## src/rtl/pdl_pkg.sv

```systemverilog
package pdl_pkg;
    localparam int AW = 32;
    localparam int DW = 32;
    localparam int LEN_W = 16;

    typedef enum logic [1:0] {
        APT_FRAME  = 2'd0,
        APT_SYS_CO = 2'd1,
        APT_SYS_NC = 2'd2,
        APT_RSVD   = 2'd3
    } apt_e;

    typedef struct packed {
        logic        to_ext;
        logic        dsel;
        apt_e        apt;
        logic [1:0]  pl;
    } xfer_ctrl_t;

    typedef struct packed {
        logic [AW-1:0] base;
        logic [AW-1:0] limit;
        logic          rd;
        logic          wr;
        logic [1:0]    min_pl;
    } region_t;

    typedef enum logic [2:0] {
        S_IDLE, S_CHECK, S_LRD, S_LCAP, S_EXT, S_LWR
    } st_e;

    // A region grants a chunk only if it covers the whole byte span.
    function automatic logic region_grants(region_t r, logic [AW-1:0] lo,
                                           logic [AW-1:0] hi, logic is_wr,
                                           logic [1:0] pl);
        return (lo >= r.base) && (hi <= r.limit) &&
               (is_wr ? r.wr : r.rd) && (pl >= r.min_pl);
    endfunction
endpackage

```

## src/rtl/pdl_regs.sv

```systemverilog
module pdl_regs
    import pdl_pkg::*;
#(
    parameter int NREG = 4,
    parameter int RA_W = 5
) (
    input  logic              clk,
    input  logic              rst,
    input  logic              reg_we,
    input  logic [RA_W-1:0]   reg_addr,
    input  logic [31:0]       reg_wdata,
    input  logic              busy,
    output logic              go_q,
    output xfer_ctrl_t        ctrl,
    output logic [LEN_W-1:0]  loff,
    output logic [AW-3:0]     ext_word,
    output logic [LEN_W-1:0]  len,
    output region_t           regions [NREG]
);
    always_ff @(posedge clk) begin
        if (rst) begin
            go_q     <= 1'b0;
            ctrl     <= '0;
            loff     <= '0;
            ext_word <= '0;
            len      <= '0;
        end else begin
            // start is only taken when written while the engine is idle
            go_q <= reg_we && (reg_addr == RA_W'(0)) && reg_wdata[0] && !busy;
            if (reg_we) begin
                case (reg_addr)
                    RA_W'(0): ctrl <= '{to_ext: reg_wdata[1], dsel: reg_wdata[2],
                                        apt: apt_e'(reg_wdata[5:4]), pl: reg_wdata[7:6]};
                    RA_W'(1): loff     <= reg_wdata[LEN_W-1:0];
                    RA_W'(2): ext_word <= reg_wdata[AW-1:2];
                    RA_W'(3): len      <= reg_wdata[LEN_W-1:0];
                    default: ;
                endcase
            end
        end
    end

    for (genvar g = 0; g < NREG; g++) begin : g_region
        always_ff @(posedge clk) begin
            if (rst) begin
                regions[g] <= '0;
            end else if (reg_we) begin
                if (reg_addr == RA_W'(8 + 4*g))  regions[g].base  <= reg_wdata;
                if (reg_addr == RA_W'(9 + 4*g))  regions[g].limit <= reg_wdata;
                if (reg_addr == RA_W'(10 + 4*g)) begin
                    regions[g].rd     <= reg_wdata[0];
                    regions[g].wr     <= reg_wdata[1];
                    regions[g].min_pl <= reg_wdata[3:2];
                end
            end
        end
    end
endmodule

```

## src/rtl/pdl_pmp.sv

```systemverilog
module pdl_pmp
    import pdl_pkg::*;
#(
    parameter int NREG = 4
) (
    input  region_t        regions [NREG],
    input  logic [AW-1:0]  lo,
    input  logic [AW-1:0]  hi,
    input  logic           is_wr,
    input  logic [1:0]     pl,
    output logic           allow
);
    logic [NREG-1:0] hit;

    for (genvar g = 0; g < NREG; g++) begin : g_cmp
        assign hit[g] = region_grants(regions[g], lo, hi, is_wr, pl);
    end

    assign allow = |hit;
endmodule

```

## src/rtl/prot_dma_loader.sv

```systemverilog
module prot_dma_loader
    import pdl_pkg::*;
#(
    parameter int IMEM_WORDS  = 1024,
    parameter int DMEM_WORDS  = 512,
    parameter int CHUNK_WORDS = 64,
    parameter int NREG        = 4,
    localparam int LA_W = $clog2(IMEM_WORDS > DMEM_WORDS ? IMEM_WORDS : DMEM_WORDS),
    localparam int RA_W = $clog2(8 + 4*NREG)
) (
    input  logic             clk,
    input  logic             rst,
    input  logic             reg_we,
    input  logic [RA_W-1:0]  reg_addr,
    input  logic [31:0]      reg_wdata,
    output logic             ext_req,
    output logic             ext_we,
    output logic [1:0]       ext_aperture,
    output logic [31:0]      ext_addr,
    output logic [31:0]      ext_wdata,
    input  logic             ext_ack,
    input  logic [31:0]      ext_rdata,
    output logic             lmem_re,
    output logic             lmem_we,
    output logic             lmem_sel,
    output logic [LA_W-1:0]  lmem_addr,
    output logic [31:0]      lmem_wdata,
    input  logic [31:0]      lmem_rdata,
    output logic             busy,
    output logic             err_cfg,
    output logic             err_prot,
    output logic [31:0]      fault_addr,
    output logic             irq
);
    logic              go_q;
    xfer_ctrl_t        ctrl, cur;
    logic [LEN_W-1:0]  loff, len, rem, cnt, chunk_n;
    logic [AW-3:0]     ext_word;
    region_t           regions [NREG];
    st_e               st, adv_st;
    logic [LA_W-1:0]   lptr;
    logic [AW-1:0]     eptr, chunk_hi;
    logic [DW-1:0]     wbuf;
    logic [LEN_W:0]    lend;
    logic              cfg_bad, allow;

    pdl_regs #(.NREG(NREG), .RA_W(RA_W)) u_regs (
        .clk(clk), .rst(rst), .reg_we(reg_we), .reg_addr(reg_addr),
        .reg_wdata(reg_wdata), .busy(busy), .go_q(go_q), .ctrl(ctrl),
        .loff(loff), .ext_word(ext_word), .len(len), .regions(regions)
    );

    assign chunk_n  = (rem > LEN_W'(CHUNK_WORDS)) ? LEN_W'(CHUNK_WORDS) : rem;
    assign chunk_hi = eptr + (AW'(chunk_n) << 2) - AW'(1);

    pdl_pmp #(.NREG(NREG)) u_pmp (
        .regions(regions), .lo(eptr), .hi(chunk_hi),
        .is_wr(cur.to_ext), .pl(cur.pl), .allow(allow)
    );

    always_comb begin
        lend    = {1'b0, loff} + {1'b0, len};
        cfg_bad = (len == '0) || (ctrl.apt == APT_RSVD) ||
                  (lend > (LEN_W+1)'(ctrl.dsel ? DMEM_WORDS : IMEM_WORDS));
    end

    // state after a word completes: next word, next chunk, or done
    always_comb begin
        if (cnt == LEN_W'(1)) adv_st = (rem == LEN_W'(1)) ? S_IDLE : S_CHECK;
        else                  adv_st = cur.to_ext ? S_LRD : S_EXT;
    end

    always_ff @(posedge clk) begin
        if (rst) begin
            st         <= S_IDLE;
            cur        <= '0;
            lptr       <= '0;
            eptr       <= '0;
            rem        <= '0;
            cnt        <= '0;
            wbuf       <= '0;
            err_cfg    <= 1'b0;
            err_prot   <= 1'b0;
            fault_addr <= '0;
            irq        <= 1'b0;
        end else begin
            irq <= 1'b0;
            unique case (st)
                S_IDLE: if (go_q) begin
                    err_prot <= 1'b0;
                    if (cfg_bad) begin
                        err_cfg <= 1'b1;
                    end else begin
                        err_cfg <= 1'b0;
                        cur     <= ctrl;
                        lptr    <= loff[LA_W-1:0];
                        eptr    <= {ext_word, 2'b00};
                        rem     <= len;
                        st      <= S_CHECK;
                    end
                end
                S_CHECK: begin
                    if (allow) begin
                        cnt <= chunk_n;
                        st  <= cur.to_ext ? S_LRD : S_EXT;
                    end else begin
                        err_prot   <= 1'b1;
                        fault_addr <= eptr;
                        irq        <= 1'b1;
                        st         <= S_IDLE;
                    end
                end
                S_LRD:  st <= S_LCAP;
                S_LCAP: begin
                    wbuf <= lmem_rdata;
                    st   <= S_EXT;
                end
                S_EXT: if (ext_ack) begin
                    if (cur.to_ext) begin
                        lptr <= lptr + LA_W'(1);
                        eptr <= eptr + AW'(4);
                        rem  <= rem - LEN_W'(1);
                        cnt  <= cnt - LEN_W'(1);
                        st   <= adv_st;
                    end else begin
                        wbuf <= ext_rdata;
                        st   <= S_LWR;
                    end
                end
                S_LWR: begin
                    lptr <= lptr + LA_W'(1);
                    eptr <= eptr + AW'(4);
                    rem  <= rem - LEN_W'(1);
                    cnt  <= cnt - LEN_W'(1);
                    st   <= adv_st;
                end
                default: st <= S_IDLE;
            endcase
        end
    end

    assign busy         = (st != S_IDLE);
    assign ext_req      = (st == S_EXT);
    assign ext_we       = cur.to_ext;
    assign ext_aperture = cur.apt;
    assign ext_addr     = eptr;
    assign ext_wdata    = wbuf;
    assign lmem_re      = (st == S_LRD);
    assign lmem_we      = (st == S_LWR);
    assign lmem_sel     = cur.dsel;
    assign lmem_addr    = lptr;
    assign lmem_wdata   = wbuf;
endmodule

```

## config.mk

```make
export PLATFORM = sky130hd
export DESIGN_NAME = prot_dma_loader
export DESIGN_NICKNAME = d
export VERILOG_FILES = /design/src/rtl/pdl_pkg.sv /design/src/rtl/pdl_regs.sv /design/src/rtl/pdl_pmp.sv /design/src/rtl/prot_dma_loader.sv
export SDC_FILE = /design/constraint.sdc
export NUM_CORES = 2
export LEC_CHECK = 0
export BUFFER_PORTS_ARGS = -buffer_cell sky130_fd_sc_hd__buf_2
export CORE_UTILIZATION = 50
export DETAILED_ROUTE_END_ITERATION = 10
export GPL_TIMING_DRIVEN = 0
export HOLD_SLACK_MARGIN = 0.15
export PLACE_DENSITY = 0.69
export SLEW_MARGIN = 10
export SYNTH_ARGS = -nofsm -noshare
export SYNTH_HDL_FRONTEND = slang
export SYNTH_SLANG_ARGS = --single-unit
```

## constraint.sdc

```tcl
create_clock -name clk -period 9.3 [get_ports clk]
set_input_delay 0 -clock clk [delete_from_list [all_inputs] [get_ports clk]]
set_output_delay 0 -clock clk [all_outputs]
set_load 0.01 [all_outputs]
```

==> flow_summary_export.csv <==
group,metric,value,unit
power,power_leakage,0.0132,uW
timing,setup-violations-final,0,
detailed_routing,ant_nets,0,
die,die_height,241,um
layout,final_util,0.599,
worst_setup_path,cp_slowest_cell,"or4_1",
placement,io_buffers,230,
synth,synth_top_area_share,0.343,
cts,clk_pin_slew_worst_paths,0.06,ns
die,initial_core_util,0.506,
detailed_routing,wirelength,102,mm
grt,grt_usage,0.345,
synth,synth-seq-cells,487,
layout,area_growth,18.6,%
timing,setup-tns-final,0,ns
detailed_routing,vias_per_cell,5.74,
cts,insertion_delay,0.65,ns
worst_setup_path,end_kind,"flip-flop",
synth,syn_inst,3785,
worst_setup_path,max_stage_delay,0.67,ns
synth,synth_edf_count,0,
synth,yosysMostFrequentCell,"nand2_1",
detailed_routing,via_count,28680,
synth,ys_seq_area_frac,0.343,
worst_setup_path,path_common_cell,"ha_1",
timing,drv_slew,0,
synth,yosys-top-cells-count,"nand2_1 (861), a21oi_1 (526), dfxtp_1 (487), inv_1 (341), ha_1 (329)",
synth,syn_area,28500,um2
outcome,status,"completed",
timing,hold_slack,0.168,ns
cts,tritoncts,"done",
synth,yosysTopAreaCell,"dfxtp_1",
timing,period_share,0.964,
timing,fmax,112,MHz
cts,cts-root-buf,"clkbuf_16",
worst_setup_path,path_max_fanout,10,
layout,nets,4631,
detailed_routing,post_drt_wl_per_cell,20.5,um
die,core_area,56300,um2
power,vdd_drop_max,0.145,mV
grt,grt-ovfl-total,0,
placement,gp_congestion,0.967,
placement,dp_cells,4785,
cts,cts_made_buffers,55,
timing,min_period,8.96,ns
die,die-area,57900,um2
cts,htree_levels,2,
timing,worst_pin_slew,1.32,ns
synth,synthFlopType,"dfxtp_1",
timing,fin_worst_skew,0.0344,ns
grt,grt_pass1_wl,151,mm
power,power.total,4960,uW
die,rows,87,
synth,async_reset_ff_frac,0,
synth,yosys_warnings,0,
timing,hold_violations,0,
synth,synth.area.top_cells,"dfxtp_1 (34%), ha_1 (14%), nand2_1 (11%)",
detailed_routing,firstDrtPassIters,8,
worst_setup_path,worst_setup_path_start_kind,"flip-flop",
placement,hpwl,73.8,mm
detailed_routing,drc_errors,0,
worst_setup_path,cp_data_required_time,9.82,ns
synth,synth_cell_types,82,
flow_run,maxCapViolations,0,
worst_setup_path,worstSetupPathType,"flip-flop to flip-flop",
worst_setup_path,arrival,9.48,ns
grt,grt_pass1_vias,26241,
grt,antenna_found_initial,1,
cts,clock-sinks,487,
synth,syn_avg_cell_area,7.52,um2
die,io_pins,254,
layout,drive_gt1_frac,0.0979,
layout,finalNonFillerCells,4996,
power,power.density,147,nW/um2
hold_path,hold_path.class,"primary input to flip-flop",
detailed_routing,drtIter0Drc,2830,
cts,cts.path.max_buffers,3,
grt,grt_max_degree,16,
die,die_w,241,um
timing,maxSlewHeadroom,0.123,
[flip-flops by register name (all words and copies together), names as in the netlist, 3 cells and up]
name             cells
u_regs.len          16
u_regs.regions     272
rem                 16
st                   3
cnt                 16
u_regs.ext_word     30
ext_addr            30
u_regs.loff         16
fault_addr          30
u_regs.ctrl          6
lmem_addr           10
ext_wdata           32
[per-layer routing]
metal | wire length, um | GRT usage | up-vias
met1 | 41700 | 0.437 | 13308
li1 | - | - | 13688
met4 | 5820 | 0.188 | 2
met3 | 8730 | 0.0503 | 335
met5 | 8 | 0 | -
met2 | 46000 | 0.563 | 1347
[through the flow]
step | setup WS, ns | cell area, um2
floorplan | 1.76 | 28500
global placement | -0.329 | 30600
detailed placement | -0.291 | 30600
CTS | 0.114 | 33700
global route | -0.0140 | 33700
finish | 0.336 | 33700
[worst max-delay path: cells and delay by family (launching register included)]
kind,cells,cell delay (ns)
and+or+nand+nor,9,2.76
adders and majority gates,3,1.03
muxes,1,0.23
AOI/OAI and AO/OA,11,3.27
DFF,1,0.37
xor gates and xnor gates,1,0.21
buffers and inverters,4,0.97
[power by group]
group          internal [uW]  switching, uW  total, uW
combinational            160            304        464
sequential              2100           7.05       2100
clock                   1430            970       2400
total                   3680           1280       4960
[placed cells by master, fill, tap and decap left out, types with 15 or more instances in the layout]
cell type / n
o21ai_0: 139
dfxtp_1: 487
a311oi_1: 38
dlygate4sd3_1: 107
clkbuf_8: 16
mux2i_1: 46
nor2_1: 206
xnor2_1: 25
nand2b_1: 20
nand2_1: 860
nand4_1: 48
o211ai_1: 21
nor3_1: 47
nor4_1: 24
ha_1: 329
inv_1: 341
clkbuf_1: 197
a21oi_1: 526
buf_2: 239
a21o_1: 40
a31oi_1: 15
clkbuf_16: 56
a211oi_1: 31
buf_4: 43
nand3_1: 57
and3_1: 18
[logic make-up after synthesis]
logic type,share of synthesized area
AND/OR/NAND/NOR,0.200
AO/OA/AOI/OAI,0.199
buffers and inverters,0.0844
flip-flops,0.343
adder cells (fa/ha/maj),0.146
multiplexers,0.0162
XOR/XNOR,0.0111
other,0.000264
[path summary, 6_finish.rpt]
check	start	end	slack (ns)	cells past startpoint
worst max-delay path	rem[8]	fault_addr[12]	0.34	29
worst min-delay path	reg_wdata[10]	u_regs.regions[218]	0.17	4
worst max register to register	rem[8]	fault_addr[12]	0.34	29
worst min register to register	lmem_sel	lmem_sel	0.45	2
[final cells by class]
class | count | area, um2
multi-input combinational | 2720 | 16400
antenna | 1 | 2.50
sequential | 487 | 9750
clock inverter | 23 | 337
inverter | 342 | 1280
timing repair buffer | 341 | 2250
clock buffer | 78 | 1640
buffer | 248 | 1120
tap | 756 | 946
fill | 5251 | 22500
[repair_timing]
item / 4_1_cts / 5_1_grt
cloned: 0 / 0
endpoints found under the hold margin: 322 / 0
gates resized for setup: 4 / 6
pin swaps: 0 / 1
endpoints found under the setup margin: 44 / 46
setup buffers: 0 / 2
hold buffers: 107 / 0
Power figures use the tool's default switching activity.
